### src/rtl/dpg_pkg.sv
package dpg_pkg;
  typedef enum logic [2:0] {
    ST_IDLE  = 3'd0,
    ST_BRK   = 3'd1,
    ST_MAKE  = 3'd2,
    ST_PAUSE = 3'd3,
    ST_FLASH = 3'd4
  } dial_st_t;

  // number of breaks for a code; 0 marks a code that is not dialled
  function automatic logic [3:0] breaks_for(input logic [3:0] code);
    if (code == 4'd0)       return 4'd10;
    else if (code <= 4'd9)  return code;
    else                    return 4'd0;
  endfunction
endpackage

### src/rtl/dpg_tick_counter.sv
module dpg_tick_counter #(
  parameter int CW = 10
) (
  input  logic          clk,
  input  logic          rst_n,
  input  logic          clr,
  input  logic          tick,
  output logic [CW-1:0] q
);
  localparam logic [CW-1:0] TOP = {CW{1'b1}};

  always_ff @(posedge clk or negedge rst_n) begin
    if (!rst_n)                 q <= '0;
    else if (clr)               q <= '0;
    else if (tick && q != TOP)  q <= q + 1'b1;
  end
endmodule

### src/rtl/dpg_ratio_latch.sv
module dpg_ratio_latch #(
  parameter int CW       = 10,
  parameter int BRK_2TO1 = 67,
  parameter int MK_2TO1  = 33,
  parameter int BRK_3TO2 = 60,
  parameter int MK_3TO2  = 40
) (
  input  logic          clk,
  input  logic          rst_n,
  input  logic          load,
  input  logic          sel_in,
  output logic [CW-1:0] brk_len,
  output logic [CW-1:0] mk_len
);
  logic sel_q;

  always_ff @(posedge clk or negedge rst_n) begin
    if (!rst_n)    sel_q <= 1'b0;
    else if (load) sel_q <= sel_in;
  end

  always_comb begin
    if (sel_q) begin
      brk_len = CW'(BRK_3TO2);
      mk_len  = CW'(MK_3TO2);
    end else begin
      brk_len = CW'(BRK_2TO1);
      mk_len  = CW'(MK_2TO1);
    end
  end

  // the strap copy only moves when a digit is accepted
  a_r4_ratio_hold: assert property (@(posedge clk) disable iff (!rst_n)
    !load |=> $stable(sel_q));
endmodule

### src/rtl/dpg_sequencer.sv
module dpg_sequencer
  import dpg_pkg::*;
#(
  parameter int CW        = 10,
  parameter int PAUSE_MS  = 840,
  parameter int FLASH_MIN = 100
) (
  input  logic          clk,
  input  logic          rst_n,
  input  logic          ms_tick,
  input  logic          dig_valid,
  input  logic [3:0]    dig_code,
  output logic          dig_ready,
  input  logic          flash_req,
  input  logic          flash_ext,
  input  logic [CW-1:0] brk_len,
  input  logic [CW-1:0] mk_len,
  input  logic [CW-1:0] cnt_q,
  output logic          cnt_clr,
  output logic          ratio_load,
  output logic          line_brk,
  output logic          busy,
  output logic          mute
);
  localparam logic [CW-1:0] PAUSE_END = CW'(PAUSE_MS - 1);
  localparam logic [CW-1:0] FL_MIN    = CW'(FLASH_MIN);

  dial_st_t   st, st_n;
  logic [3:0] left, left_n;
  logic       pend, pend_n;
  logic [3:0] dcount;
  logic       in_digit;

  assign dcount   = breaks_for(dig_code);
  assign in_digit = (st == ST_BRK) || (st == ST_MAKE) || (st == ST_PAUSE);

  assign dig_ready = (st == ST_IDLE) && !pend && !flash_req;
  assign line_brk  = (st == ST_BRK) || (st == ST_FLASH);
  assign mute      = in_digit;
  assign busy      = (st != ST_IDLE) || pend;

  always_comb begin
    st_n       = st;
    left_n     = left;
    pend_n     = pend;
    ratio_load = 1'b0;
    unique case (st)
      ST_IDLE: begin
        if (flash_req || pend) begin
          st_n   = ST_FLASH;
          pend_n = 1'b0;
        end else if (dig_valid && dig_ready && dcount != 4'd0) begin
          st_n       = ST_BRK;
          left_n     = dcount;
          ratio_load = 1'b1;
        end
      end
      ST_BRK: begin
        if (ms_tick && cnt_q == brk_len - 1'b1) st_n = ST_MAKE;
      end
      ST_MAKE: begin
        if (ms_tick && cnt_q == mk_len - 1'b1) begin
          if (left == 4'd1) st_n = ST_PAUSE;
          else begin
            left_n = left - 4'd1;
            st_n   = ST_BRK;
          end
        end
      end
      ST_PAUSE: begin
        if (ms_tick && cnt_q == PAUSE_END) st_n = ST_IDLE;
      end
      ST_FLASH: begin
        if (cnt_q >= FL_MIN && !flash_ext) st_n = ST_IDLE;
      end
      default: st_n = ST_IDLE;
    endcase
    if (flash_req && in_digit) pend_n = 1'b1;
  end

  assign cnt_clr = (st == ST_IDLE) || (st_n != st);

  always_ff @(posedge clk or negedge rst_n) begin
    if (!rst_n) begin
      st   <= ST_IDLE;
      left <= 4'd0;
      pend <= 1'b0;
    end else begin
      st   <= st_n;
      left <= left_n;
      pend <= pend_n;
    end
  end

  // a digit in progress always has between one and ten breaks to go
  a_r2_left_range: assert property (@(posedge clk) disable iff (!rst_n)
    (st == ST_BRK) |-> (left != 4'd0 && left <= 4'd10));
  // a discarded code leaves the line and mute untouched
  a_r6_discard: assert property (@(posedge clk) disable iff (!rst_n)
    (dig_valid && dig_ready && dig_code > 4'd9) |=> (!line_brk && !mute));
  // the flash break cannot end before its minimum
  a_r7_flash_min: assert property (@(posedge clk) disable iff (!rst_n)
    (st == ST_FLASH && cnt_q < FL_MIN) |=> (st == ST_FLASH));
  // a held flash is served as soon as the pause ends
  a_r8_held_flash: assert property (@(posedge clk) disable iff (!rst_n)
    (pend && st == ST_IDLE) |=> (st == ST_FLASH));
endmodule

### src/rtl/loop_pulse_dialer.sv
module loop_pulse_dialer #(
  parameter int BRK_2TO1  = 67,
  parameter int MK_2TO1   = 33,
  parameter int BRK_3TO2  = 60,
  parameter int MK_3TO2   = 40,
  parameter int PAUSE_MS  = 840,
  parameter int FLASH_MIN = 100
) (
  input  logic       clk,
  input  logic       rst_n,
  input  logic       ms_tick,
  input  logic       dig_valid,
  input  logic [3:0] dig_code,
  output logic       dig_ready,
  input  logic       flash_req,
  input  logic       flash_ext,
  input  logic       ratio_sel,
  output logic       line_brk,
  output logic       busy,
  output logic       mute
);
  localparam int LONG1   = (PAUSE_MS > FLASH_MIN) ? PAUSE_MS : FLASH_MIN;
  localparam int LONG2   = (BRK_2TO1 > BRK_3TO2) ? BRK_2TO1 : BRK_3TO2;
  localparam int LONGEST = (LONG1 > LONG2) ? LONG1 : LONG2;
  localparam int CW      = $clog2(LONGEST + 2);

  logic [CW-1:0] cnt_q, brk_len, mk_len;
  logic          cnt_clr, ratio_load;

  dpg_tick_counter #(.CW(CW)) u_cnt (
    .clk(clk), .rst_n(rst_n), .clr(cnt_clr), .tick(ms_tick), .q(cnt_q)
  );

  dpg_ratio_latch #(
    .CW(CW), .BRK_2TO1(BRK_2TO1), .MK_2TO1(MK_2TO1),
    .BRK_3TO2(BRK_3TO2), .MK_3TO2(MK_3TO2)
  ) u_ratio (
    .clk(clk), .rst_n(rst_n), .load(ratio_load), .sel_in(ratio_sel),
    .brk_len(brk_len), .mk_len(mk_len)
  );

  dpg_sequencer #(.CW(CW), .PAUSE_MS(PAUSE_MS), .FLASH_MIN(FLASH_MIN)) u_seq (
    .clk(clk), .rst_n(rst_n), .ms_tick(ms_tick),
    .dig_valid(dig_valid), .dig_code(dig_code), .dig_ready(dig_ready),
    .flash_req(flash_req), .flash_ext(flash_ext),
    .brk_len(brk_len), .mk_len(mk_len), .cnt_q(cnt_q), .cnt_clr(cnt_clr),
    .ratio_load(ratio_load), .line_brk(line_brk), .busy(busy), .mute(mute)
  );

  // taking a code never coincides with an active line or mute
  a_r10_ready_quiet: assert property (@(posedge clk) disable iff (!rst_n)
    dig_ready |-> (!line_brk && !mute));
  // mute is a subset of busy
  a_r9_mute_busy: assert property (@(posedge clk) disable iff (!rst_n)
    mute |-> busy);
endmodule

### config.mk
export PLATFORM = sky130hd
export DESIGN_NAME = loop_pulse_dialer
export DESIGN_NICKNAME = d
export VERILOG_FILES = /design/src/rtl/dpg_pkg.sv /design/src/rtl/dpg_tick_counter.sv /design/src/rtl/dpg_ratio_latch.sv /design/src/rtl/dpg_sequencer.sv /design/src/rtl/loop_pulse_dialer.sv
export SDC_FILE = /design/constraint.sdc
export NUM_CORES = 1
export LEC_CHECK = 0
export BUFFER_PORTS_ARGS = -buffer_cell sky130_fd_sc_hd__buf_2
export CELL_PAD_IN_SITES_DETAIL_PLACEMENT = 1
export CELL_PAD_IN_SITES_GLOBAL_PLACEMENT = 1
export CORE_ASPECT_RATIO = 0.75
export CORE_MARGIN = 10
export CORE_UTILIZATION = 33
export DETAILED_ROUTE_END_ITERATION = 10
export GPL_ROUTABILITY_DRIVEN = 0
export PLACE_DENSITY_LB_ADDON = 0.3
export SETUP_SLACK_MARGIN = 0.05
export SLEW_MARGIN = 10
export SYNTH_ARGS = -nofsm -noshare
export SYNTH_HDL_FRONTEND = slang
export SYNTH_SLANG_ARGS = --single-unit
### constraint.sdc
create_clock -name clk -period 2.14 [get_ports clk]
set_input_delay 0.321 -clock clk [delete_from_list [all_inputs] [get_ports clk]]
set_output_delay 0.321 -clock clk [all_outputs]
set_load 0.1 [all_outputs]
; Word-level counts from Yosys, hierarchy flattened
; Cells that the tools add are included.
[totals]
wordCells = 79
inputBits = 11
regBits = 19
[classes]
add_sub_neg = 4
muxes = 25
reduce_logical = 29
n_lt_le_gt_ge = 2
n_eq_ne = 14
[ops]
columns = operator, n
row1 = $mux W4, 7
row2 = $eq A10 B10 Y1, 2
row3 = $mux W10, 2
row4 = $mux W3, 6
row5 = $pmux W3 S5, 1
row6 = $add A10 B1 Y10 const B, 1
row7 = $eq A10 B10 Y1 const B, 1
row8 = $ge A10 B7 Y1 const B, 1
row9 = $logic_and A1 B1 Y1, 10
row10 = $ne A10 B10 Y1 const B, 1
row11 = $ne A2 B2 Y1 const B, 4
row12 = $pmux W4 S2, 1
row13 = $reduce_bool A2 Y1, 4
row14 = $sub A7 B1 Y8 const B, 1
row15 = $mux W7, 1
row16 = $sub A6 B1 Y7 const B, 1
row17 = $eq A3 B2 Y1 const B, 2
row18 = $logic_or A1 B1 Y1, 6
row19 = $mux W1, 6
row20 = $reduce_and A5 Y1, 1
row21 = $eq A4 B1 Y1 const B, 1
row22 = $le A4 B4 Y1 const B, 1
row23 = $logic_not A4 Y1, 1
row24 = $reduce_bool A4 Y1, 1
row25 = other kinds (9), 11

; Depth between registers and ports, before layout
; Gate-level depths: netlist (run 1).
[depth]
depth_word = 11
mapped_depth = 7

; Cells and area by module
; Synthesis (run 1) repeated with hierarchy kept, for this count alone.
[unflattened]
hier_cells = 256
hier_area_um2 = 2055.7
[by_module_without_submodules]
columns = module, n_inst, area_per_inst_um2, cells_per_inst
row1 = dpg_sequencer, 1, 1325.0, 177
row2 = dpg_tick_counter, 1, 536.8, 55
row3 = dpg_ratio_latch, 1, 193.9, 24

; Least setup slack after synthesis (run 1)
; No wires, ideal clock.
[synth_path]
path_type = flip-flop to flip-flop
startpoint = register u_seq.st[0]
endpoint = register u_cnt.q[4]
stages_incl_launch_ff = 6
t_arrival_ps = 2498
n_path_buf = 1
path_slack_ps = -450
t_required_ps = 2047
path_cell_list = dfrtp_1 > buf_6 > nor2_1 > nor2_1 > o32ai_2 > nor3_1
[synth_between]
elab_chain_cells = 11
[synth_rtl]
columns = item, line_no
row1 = start: declaration, dpg_sequencer.sv:28  ; dial_st_t st, st_n;
row2 = start signal: assignment, dpg_sequencer.sv:89  ; st <= st_n;
row3 = $logic_not A3 Y1, "dpg_sequencer.sv:37, dpg_sequencer.sv:47, dpg_sequencer.sv:81"
row4 = $logic_and A1 B1 Y1 (2 in a row), dpg_sequencer.sv:37  ; assign dig_ready = (st == ST_IDLE) && !pend && !flash_req;
row5 = $logic_and A1 B1 Y1 (2 in a row), dpg_sequencer.sv:52  ; end else if (dig_valid && dig_ready && dcount != 4'd0) begin
row6 = $mux W3, dpg_sequencer.sv:52
row7 = $mux W3, dpg_sequencer.sv:49  ; if (flash_req || pend) begin
row8 = $pmux W3 S5, dpg_sequencer.sv:47  ; unique case (st)
row9 = $ne A3 B3 Y1, dpg_sequencer.sv:81  ; assign cnt_clr = (st == ST_IDLE) || (st_n != st);
row10 = $logic_or A1 B1 Y1 (*), dpg_sequencer.sv:81
row11 = $mux W10 or $reduce_bool A2 Y1 (tied branches), n/a
row12 = end signal: assignment, dpg_tick_counter.sv:15  ; else if (tick && q != TOP) q <= q + 1'b1;
row13 = end: declaration, dpg_tick_counter.sv:8  ; output logic [CW-1:0] q
; Every way passes the cells marked *; elsewhere a longest branch is shown, timed or not.
; A chain may end at the register's enable or synchronous reset.

; Final worst setup path (run 1)
[layout_path]
startpoint = register u_seq.st[0]
endpoint = register u_cnt.q[3]
; The elaborated chain is that of the path after synthesis.

==> flow_metrics.env, run 1 <==
export IMPL_ctsHtreeMaxLevel=1
export IMPL_synth_cell_type_count=46
export IMPL_worst_pin_slew_ps=494
export IMPL_seq_area_frac_synth=0.363
export IMPL_dieArea_sq_um=6920
export IMPL_synth_warnings=0
export IMPL_setup_viol=0
export IMPL_p_int_uw=735
export IMPL_die_w_um=92.8
export IMPL_layout_drive_gt1_share=0.292
export IMPL_rows=19
export IMPL_cp_required_ps=2310
export IMPL_syn_num_nets=161
export IMPL_fillers=457
export IMPL_rsz0062_at_grt="yes"
export IMPL_seqPwrFrac=0.459
export IMPL_m1WireLength_um=1870
export IMPL_vias=1203
export IMPL_synthArstFlopShare=1.00
export IMPL_rr_endpoint="u_cnt.q[3]$_DFFE_PN0P_"
export IMPL_status="completed"
export IMPL_cts_buffers_inserted=3
export IMPL_ys_flop_type="dfrtp_1"
export IMPL_cts_tree="done"
export IMPL_clockRootBuffer="clkbuf_8"
export IMPL_wl_met2_um=2000
export IMPL_ys_top_cells_by_area="dfrtp_1 36%, nor2_1 5.4%, nor3_1 5.3%"
export IMPL_cp_end_kind="flop"
export IMPL_numClockSinks=19
export IMPL_hp_class="in2async"
export IMPL_cts_hold_buf=0
export IMPL_final_min_clock_period_ps=1980
export IMPL_swShare=0.372
export IMPL_initial_utilization=0.351
export IMPL_combPwrFrac=0.317
export IMPL_cts_clk_slew_worst_paths_ps=80
export IMPL_first_pass_iters=4
export IMPL_clock_latency_ps=260
export IMPL_syn_avg_cell_area_sq_um=8.97
export IMPL_powerDensity_nw_per_um2=734
export IMPL_wl_met3_um=160
export IMPL_peakVddDrop_mv=0.572
export IMPL_p_sw_uw=435
export IMPL_rr_worst_depth=5
export IMPL_hold_viol=0
export IMPL_worst_slack_ps=155
export IMPL_ff2ff_setup_slack_ps=160
export IMPL_yosys_register_bits=19
export IMPL_grt_use_total=0.124
export IMPL_cp_start_kind="flop"
export IMPL_diodes=0
export IMPL_pre_cts_slack_ps=146
export IMPL_grt_overflow=0
export IMPL_synth_edff_count=0
export IMPL_fp_dieH_um=74.6
export IMPL_antenna_found_initial=0
export IMPL_cts_buffer_depth=2
export IMPL_grt_pass1_vias=1360
export IMPL_dp_final_hpwl_um=3150
export IMPL_detail_route_antenna_nets=0
export IMPL_numPortBuffers=14
export IMPL_clock_skew_ps=2.38
export IMPL_drv_slew=0
export IMPL_detail_route_vias_per_cell=5.39
export IMPL_fmax_mhz=504
export IMPL_leakage_nw=0.663
export IMPL_drv_cap=0
export IMPL_critPathKind="reg2reg"
export IMPL_netlist_area_leader_share=0.363
export IMPL_top_layer="met4"
export IMPL_power_frac_clock=0.224
export IMPL_critPathMaxFanout=9
export IMPL_synthCells=146
export IMPL_fin_nets=187
export IMPL_tns_ps=0
export IMPL_io_pins=15
export IMPL_r2r_start="u_seq.st[0]$_DFF_PN0_"
export IMPL_syn2layout_area_growth_pct=21.7
export IMPL_wl_per_cell_um=18.2
export IMPL_coreArea_sq_um=3730
export IMPL_grt_pass1_wl_um=6850
export IMPL_drt_iter0_markers=63
export IMPL_period_share=0.927
export IMPL_yosysTopAreaCell="dfrtp_1"
export IMPL_drc_errors=0
export IMPL_slew_headroom=0.673
export IMPL_netlist_area_sq_um=1310
export IMPL_grt_max_degree=20
export IMPL_worstPathArrival_ps=2160
export IMPL_drt_wl_total_um=4060
## metal layers
metal | vias up | GRT usage
li1 | 585 | -
met1 | 595 | 0.154
met2 | 17 | 0.203
met3 | 6 | 0.0382
met4 | 0 | 0.0392
met5 | - | 0
## power by group through the flow
| stage | Combinational, mW | Clock, mW | Sequential [mW] |
|---|---|---|---|
| after floorplan | 0.263 | 0 | 0.490 |
| after CTS | 0.359 | 0.273 | 0.527 |
| after detailed placement | 0.359 | 0 | 0.533 |
| after global placement | 0.332 | 0 | 0.525 |
| after global routing | 0.421 | 0.289 | 0.558 |
| final | 0.371 | 0.262 | 0.537 |
## synth_stat cells, types with 3 or more instances
cell type and count:
nand2_1 5, inv_1 10, xnor2_1 7, clkbuf_1 3, and4_1 3, nor3_1 14, nor2_1 19, a21oi_1 6
nor4b_1 3, o21ai_0 7, nor4_1 3, nand4_1 4, ha_1 4, dfrtp_1 19
## critical path, cell delays in order, from the launching register on
cell	delay (ps)
dfrtp_2	480
or3b_1	480
nor4b_4	410
o32ai_2	130
buf_4	190
nor3_1	210
## metrics by stage
stage / power [mW] / cell area (sq um) / util / instances / hold WS (ps)
after floorplan: 0.753 / 1320 / - / 146 / 25.4
after global placement: 0.856 / 1510 / 0.404 / 218 / 290
after detailed placement: 0.892 / 1510 / 0.404 / 218 / 302
after CTS: 1.16 / 1550 / 0.416 / 222 / 12.1
after global routing: 1.27 / 1590 / 0.427 / 223 / 23.0
final: 1.17 / 1590 / 0.427 / 223 / 4.42
## kinds of logic (layout without fill, tap and decap cells)
kind of cell,Yosys count,in the layout,share of synthesized area
AND/OR/NAND/NOR,67,67,0.303
AO/OA/AOI/OAI,28,28,0.155
flip-flops,19,19,0.363
buffers and inverters,17,42,0.0592
XOR/XNOR,7,7,0.0468
adder cells (fa/ha/maj),4,4,0.0382
multiplexers,4,4,0.0353
## sequential cells by signal, indices dropped and copies added (netlist names)
register	cells
u_seq.left	4
u_ratio.sel_q	1
u_cnt.q	10
u_seq.st	3
u_seq.pend	1
## how the worst max path moves through the flow
stage                           startpoint                   endpoint  slack (ps)  depth (start not counted)
floorplan            u_seq.st[0]$_DFF_PN0_     u_cnt.q[0]$_DFFE_PN0P_         130                          5
global placement               dig_code[1]  u_seq.left[1]$_DFFE_PN0P_         130                          6
detailed placement  u_cnt.q[4]$_DFFE_PN0P_  u_seq.left[1]$_DFFE_PN0P_         150                          5
CTS                  u_seq.st[1]$_DFF_PN0_                  dig_ready         110                          4
global route        u_cnt.q[8]$_DFFE_PN0P_  u_seq.left[3]$_DFFE_PN0P_          40                          5
finish               u_seq.st[0]$_DFF_PN0_     u_cnt.q[3]$_DFFE_PN0P_         160                          5
## timing repair
| item | 4_1_cts | 5_1_grt |
|---|---|---|
| gates resized for setup | 0 | 11 |
| setup buffers | 0 | 1 |
| setup endpoints to repair | 0 | 14 |
## placed cells by master, fill, tap and decap left out, types with 5 or more instances in the layout
| cell | n |
|---|---|
| xnor2_1 | 7 |
| inv_1 | 10 |
| nand2_1 | 5 |
| buf_2 | 12 |
| o21ai_0 | 7 |
| nor2_1 | 17 |
| dfrtp_1 | 15 |
| a21oi_1 | 5 |
| nor3_1 | 13 |
| buf_4 | 14 |
## final cells by class
cell class / instances / area (sq um) / area share
sequential: 19 / 480 / 0.301
inverter: 10 / 37.5 / 0.0235
timing repair buffer: 28 / 180 / 0.113
multi-input combinational: 110 / 786 / 0.493
clock buffer: 4 / 45.0 / 0.0283
tap: 52 / 65.1 / 0.0408
Note: power is estimated with default switching activity, not from simulation.
==> run 2: changes to the inputs <==
--- a/config.mk
+++ b/config.mk
@@ -5,6 +5,7 @@
 export SDC_FILE = /design/constraint.sdc
 export NUM_CORES = 1
 export LEC_CHECK = 0
+export ABC_AREA = 1
 export BUFFER_PORTS_ARGS = -buffer_cell sky130_fd_sc_hd__buf_2
 export CELL_PAD_IN_SITES_DETAIL_PLACEMENT = 1
 export CELL_PAD_IN_SITES_GLOBAL_PLACEMENT = 1
==> run 2 against run 1 <==
Global-route usage down 2.9 points. Maximum frequency increased by 5.3%. Sequential cell count unchanged. Largest power group is now combinational cells. Highest routed layer unchanged.
==> flow_metrics.env, run 2 <==
export IMPL_status="completed"
export IMPL_grt_overflow=0
export IMPL_syn2layout_area_growth_pct=13.3
export IMPL_drt_iter0_markers=42
export IMPL_cp_required_ps=1820
export IMPL_antenna_found_initial=0
export IMPL_synthArstFlopShare=1.00
export IMPL_stdcell_count=279
export IMPL_layout_drive_gt1_share=0.297
export IMPL_setup_viol=0
export IMPL_drv_slew=0
export IMPL_syn_avg_cell_area_sq_um=7.27
export IMPL_cts_buffer_depth=2
export IMPL_cp_slowest_cell="dfrtp_1"
export IMPL_synth_edff_count=0
export IMPL_wl_per_cell_um=12.6
export IMPL_peakVddDrop_mv=0.367
export IMPL_grt_use_total=0.0953
export IMPL_crit_buf_inv=2
export IMPL_final_common_cell="nand2_1"
export IMPL_vias=1280
export IMPL_synth_warnings=0
export IMPL_worstPathArrival_ps=1560
export IMPL_numPortBuffers=14
export IMPL_final_min_clock_period_ps=1890
export IMPL_rsz0062_at_grt="no"
export IMPL_numClockSinks=19
export IMPL_cp_start_kind="flop"
export IMPL_period_share=0.881
export IMPL_top_layer="met4"
export IMPL_powerDensity_nw_per_um2=928
export IMPL_fillers=581
export IMPL_synthCells=204
export IMPL_largest_register_ff_count=10
export IMPL_cts_tree="done"
export IMPL_wl_met3_um=99
export IMPL_detail_route_antenna_nets=0
export IMPL_initial_utilization=0.336
export IMPL_clockRootBuffer="clkbuf_8"
export IMPL_grt_pass1_vias=1293
export IMPL_ctsHtreeMaxLevel=1
export IMPL_first_pass_iters=4
export IMPL_critPathMaxFanout=4
export IMPL_clock_skew_ps=7.69
export IMPL_detail_route_vias_per_cell=4.59
export IMPL_yosysTopAreaCell="dfrtp_1"
export IMPL_design_area_sq_um=1680
export IMPL_seq_area_frac_synth=0.320
export IMPL_critPathKind="reg2out"
export IMPL_slew_headroom=0.679
export IMPL_cts_clk_slew_worst_paths_ps=80
export IMPL_final_cell_mix="47 x nand2_1, 24 x inv_1, 23 x nor2_1"
export IMPL_clock_latency_ps=260
export IMPL_grt_pass1_wl_um=6240
export IMPL_drt_wl_total_um=3510
export IMPL_drc_errors=0
export IMPL_syn_num_nets=219
export IMPL_leakage_nw=0.791
export IMPL_dp_cells=275
export IMPL_worst_slack_ps=254
export IMPL_wl_met2_um=1440
export IMPL_slowest_delay_ps=450
export IMPL_pre_cts_slack_ps=418
export IMPL_hold_viol=0
export IMPL_netlist_area_sq_um=1480
export IMPL_hp_class="in2async"
export IMPL_diodes=0
export IMPL_synth_commonest_cells="47 x nand2_1, 24 x inv_1, 23 x nor2_1, 19 x dfrtp_1, 15 x nand3_1"
export IMPL_path_cells="inv_2 > nand2_1 > nor2_1 > or2_2 > clkbuf_4"
export IMPL_top_register="u_cnt.q"
export IMPL_tns_ps=0
export IMPL_total_power_mw=1.56
export IMPL_coreArea_sq_um=4410
export IMPL_dieArea_sq_um=7610
export IMPL_m1WireLength_um=1930
export IMPL_grt_max_degree=20
export IMPL_dp_final_hpwl_um=2850
export IMPL_fin_nets=238
export IMPL_worst_pin_slew_ps=485
export IMPL_ys_top_cells_by_area="dfrtp_1 32%, nand2_1 12%, inv_1 6.1%"
export IMPL_die_w_um=97.4
export IMPL_critPathTopFamily="simple AND/OR/NAND/NOR gates"
export IMPL_rows=21
export IMPL_fmax_mhz=530
export IMPL_io_pins=15
export IMPL_netlist_area_leader_share=0.320
export IMPL_cts_buffers_inserted=3
export IMPL_ys_flop_type="dfrtp_1"
export IMPL_drv_cap=0
export IMPL_yosys_register_bits=19
export IMPL_top_regs="u_cnt.q: 10 flops, u_seq.left: 4 flops, u_seq.st: 3 flops"
export IMPL_yosysMostFrequentCell="nand2_1"
export IMPL_cp_end_kind="output port"
export IMPL_fp_dieH_um=78.1
export IMPL_synth_cell_type_count=33
export IMPL_dpl_cell_area_sq_um=1630
## run 2: changes by cell type after synthesis, moves of 5 or more
cell / before / now
inv_1: 10 / 24
inv_2: 0 / 9
nand2_1: 5 / 47
nand3_1: 2 / 15
nor2_2: 0 / 13
nor3_1: 14 / 2
o21ai_2: 0 / 5
xnor2_1: 7 / 1
## run 2: worst paths after layout
path	cells after the start	to	startpoint	slack (ps)
max in group asynchronous	1	u_cnt.q[2]$_DFFE_PN0P_	rst_n	1800
worst max-delay path	5	line_brk	u_seq.st[2]$_DFF_PN0_	250
min in group clk	2	u_ratio.sel_q$_DFFE_PN0P_	ratio_sel	290
worst min-delay path	1	u_cnt.q[7]$_DFFE_PN0P_	rst_n	7
worst max register to register	12	u_cnt.q[2]$_DFFE_PN0P_	u_cnt.q[0]$_DFFE_PN0P_	420
worst min register to register	2	u_seq.pend$_DFFE_PN0P_	u_seq.pend$_DFFE_PN0P_	540
## run 2: final cells by class
type	count	area, sq um	share of cell area
Multi-Input combinational cell	151	887	0.528
Sequential cell	19	475	0.283
Inverter	34	130	0.0774
Timing Repair Buffer	14	72.6	0.0432
Tap cell	57	71.3	0.0424
Clock buffer	4	45.0	0.0268
## run 2: cells by family after synthesis
kind of cell | Yosys count | synth area share
and+or+nand+nor | 119 | 0.416
buffers and inverters | 34 | 0.0877
AOI/OAI and AO/OA | 23 | 0.111
DFF | 19 | 0.320
xor gates and xnor gates | 4 | 0.0236
adders and majority gates | 4 | 0.0337
muxes | 1 | 0.00759
## run 2: per-stage QoR
stage          hold slack, ps  utilization
5_1_grt                  34.9        0.381
3_5_place_dp              302        0.370
3_3_place_gp              300        0.370
4_1_cts                  22.1        0.380
2_1_floorplan            25.4            -
6_report                 6.83        0.381
## run 2: repair_timing
| action | in CTS | in global routing |
|---|---|---|
| setup endpoints to repair | 0 | 1 |
| setup buffers | 0 | 0 |
| hold buffers | 0 | 0 |
| resized for setup | 0 | 1 |
## run 2: per-layer routing
layer | vias up | GRT usage
li1 | 679 | -
met1 | 586 | 0.136
met2 | 11 | 0.140
met3 | 4 | 0.0254
met4 | 0 | 0.0188
met5 | - | 0
## run 2: where the power goes
part | total [mW] | switching, mW | internal (mW)
clock | 0.256 | 0.123 | 0.132
combinational | 0.787 | 0.554 | 0.233
sequential | 0.517 | 0.0852 | 0.432
==> run 3: changes to the inputs <==
--- a/config.mk
+++ b/config.mk
@@ -15,6 +15,7 @@
 export DETAILED_ROUTE_END_ITERATION = 10
 export GPL_ROUTABILITY_DRIVEN = 0
 export PLACE_DENSITY_LB_ADDON = 0.3
+export RECOVER_POWER = 100
 export SETUP_SLACK_MARGIN = 0.05
 export SLEW_MARGIN = 10
 export SYNTH_ARGS = -nofsm -noshare
==> run 3 against run 2 <==
Clock power hardly changed. Sequential share of layout area is 0.49 points higher. Combinational power is 4.8% lower. Sequential power hardly changed. Critical path type unchanged. Largest power group unchanged.
==> flow_metrics.env, run 3 (synthesis gave the netlist of run 2 again) <==
export IMPL_status="completed"
export IMPL_setup_viol=0
export IMPL_total_power_mw=1.52
export IMPL_fmax_mhz=511
export IMPL_slew_headroom=0.249
export IMPL_crit_cells=5
export IMPL_antenna_found_initial=0
export IMPL_clock_skew_ps=8.10
export IMPL_period_share=0.914
export IMPL_drv_cap=0
export IMPL_top_regs="u_cnt.q: 10 flops, u_seq.left: 4 flops, u_seq.st: 3 flops"
export IMPL_grt_use_total=0.0953
export IMPL_critPathTopFamily="buffers and inverters"
export IMPL_peakVddDrop_mv=0.366
export IMPL_drt_wl_total_um=3510
export IMPL_final_common_cell="nand2_1"
export IMPL_clock_latency_ps=260
export IMPL_first_pass_iters=4
export IMPL_hold_viol=0
export IMPL_grt_pass1_vias=1293
export IMPL_cts_clk_slew_worst_paths_ps=80
export IMPL_rsz0062_at_grt="no"
export IMPL_layout_drive_gt1_share=0.252
export IMPL_diodes=0
export IMPL_detail_route_vias_per_cell=4.56
export IMPL_initial_utilization=0.336
export IMPL_ctsHtreeMaxLevel=1
export IMPL_tns_ps=0
export IMPL_numClockSinks=19
export IMPL_largest_register_ff_count=10
export IMPL_path_cells="inv_1 > nand3_1 > inv_1 > nand2_1 > clkbuf_2"
export IMPL_crit_buf_inv=3
export IMPL_cp_slowest_cell="clkbuf_2"
export IMPL_grt_pass1_wl_um=6240
export IMPL_cp_required_ps=1820
export IMPL_cp_common_cell="inv_1"
export IMPL_die_w_um=97.4
export IMPL_drc_errors=0
export IMPL_cp_end_kind="output port"
export IMPL_worstPathArrival_ps=1630
export IMPL_grt_overflow=0
export IMPL_drv_slew=0
export IMPL_wl_per_cell_um=12.6
export IMPL_final_cell_mix="47 x nand2_1, 28 x inv_1, 24 x nor2_1"
export IMPL_cp_start_kind="flop"
export IMPL_powerDensity_nw_per_um2=919
export IMPL_hp_class="in2async"
export IMPL_cts_tree="done"
export IMPL_final_min_clock_period_ps=1960
export IMPL_leakage_nw=0.783
export IMPL_cts_buffer_depth=2
export IMPL_timing_critical_path_from="u_seq.st[2]$_DFF_PN0_"
export IMPL_dp_final_hpwl_um=2850
export IMPL_drt_iter0_markers=45
export IMPL_rows=21
export IMPL_slowest_delay_ps=450
export IMPL_fp_dieH_um=78.1
export IMPL_grt_max_degree=20
export IMPL_top_register="u_cnt.q"
export IMPL_detail_route_antenna_nets=0
export IMPL_dieArea_sq_um=7610
export IMPL_cts_buffers_inserted=3
export IMPL_coreArea_sq_um=4410
export IMPL_io_pins=15
export IMPL_worst_pin_slew_ps=1130
export IMPL_critPathMaxFanout=4
export IMPL_fin_nets=238
export IMPL_critPathKind="reg2out"
export IMPL_r2r_start="u_seq.st[0]$_DFF_PN0_"
export IMPL_holdWs_ps=254
export IMPL_rr_worst_depth=7
export IMPL_vias=1272
export IMPL_clockRootBuffer="clkbuf_8"
export IMPL_syn2layout_area_growth_pct=11.4
export IMPL_numPortBuffers=14
-- run 3: cell types whose count changed in the layout (fill, tap and decap cells not counted), moves of 2 or more --
| cell | delta |
|---|---|
| o21ai_0 | +2 |
| o21ai_2 | -2 |
| inv_2 | -4 |
| buf_2 | -4 |
| inv_1 | +4 |
| clkbuf_2 | +3 |
-- run 3: stage by stage --
step | utilization | worst slack (ps) | instance area (sq um) | cells
floorplan | - | 218 | 1490 | 204
global placement | 0.370 | 459 | 1630 | 275
detailed placement | 0.370 | 418 | 1630 | 275
CTS | 0.380 | 160 | 1680 | 279
global route | 0.374 | 64.4 | 1650 | 279
finish | 0.374 | 185 | 1650 | 279
-- run 3: worst reg2reg max path: cells and delay by family (launching register included) --
family	cells	cell delay, ps
flip-flops	1	430
AND/OR/NAND/NOR	6	1080
buffers and inverters	1	250
-- run 3: area by class of cell --
cell class / count / area (sq um)
clock buffer: 4 / 45.0
tap: 57 / 71.3
multi-input combinational: 151 / 860
inverter: 34 / 130
fill: 583 / 2760
sequential: 19 / 475
timing repair buffer: 14 / 71.3
-- run 3: path summary, 6_finish.rpt --
kind / end / slack (ps)
max in group asynchronous: u_cnt.q[2]$_DFFE_PN0P_ / 1210
min reg2reg: u_seq.pend$_DFFE_PN0P_ / 550
min: u_cnt.q[7]$_DFFE_PN0P_ / 250
max: busy / 180
max reg2reg: u_cnt.q[8]$_DFFE_PN0P_ / 290
min in group clk: u_ratio.sel_q$_DFFE_PN0P_ / 290
-- run 3: report_power, final --
part           switching (mW)  internal, mW  total, mW
clock network           0.124         0.132      0.256
registers              0.0817         0.432      0.514
logic                   0.537         0.212      0.749
-- run 3: layer usage --
metal,part of all wire,GRT usage,vias up
met5,0,0,-
met4,0.011,0.0188,0
met3,0.028,0.0254,4
met2,0.41,0.140,11
met1,0.55,0.136,579
li1,-,-,678
-- run 3: timing repair --
item | CTS | global route
setup endpoints to repair | 0 | 1
setup buffers | 0 | 0
gates resized for setup | 0 | 1
hold buffers | 0 | 0
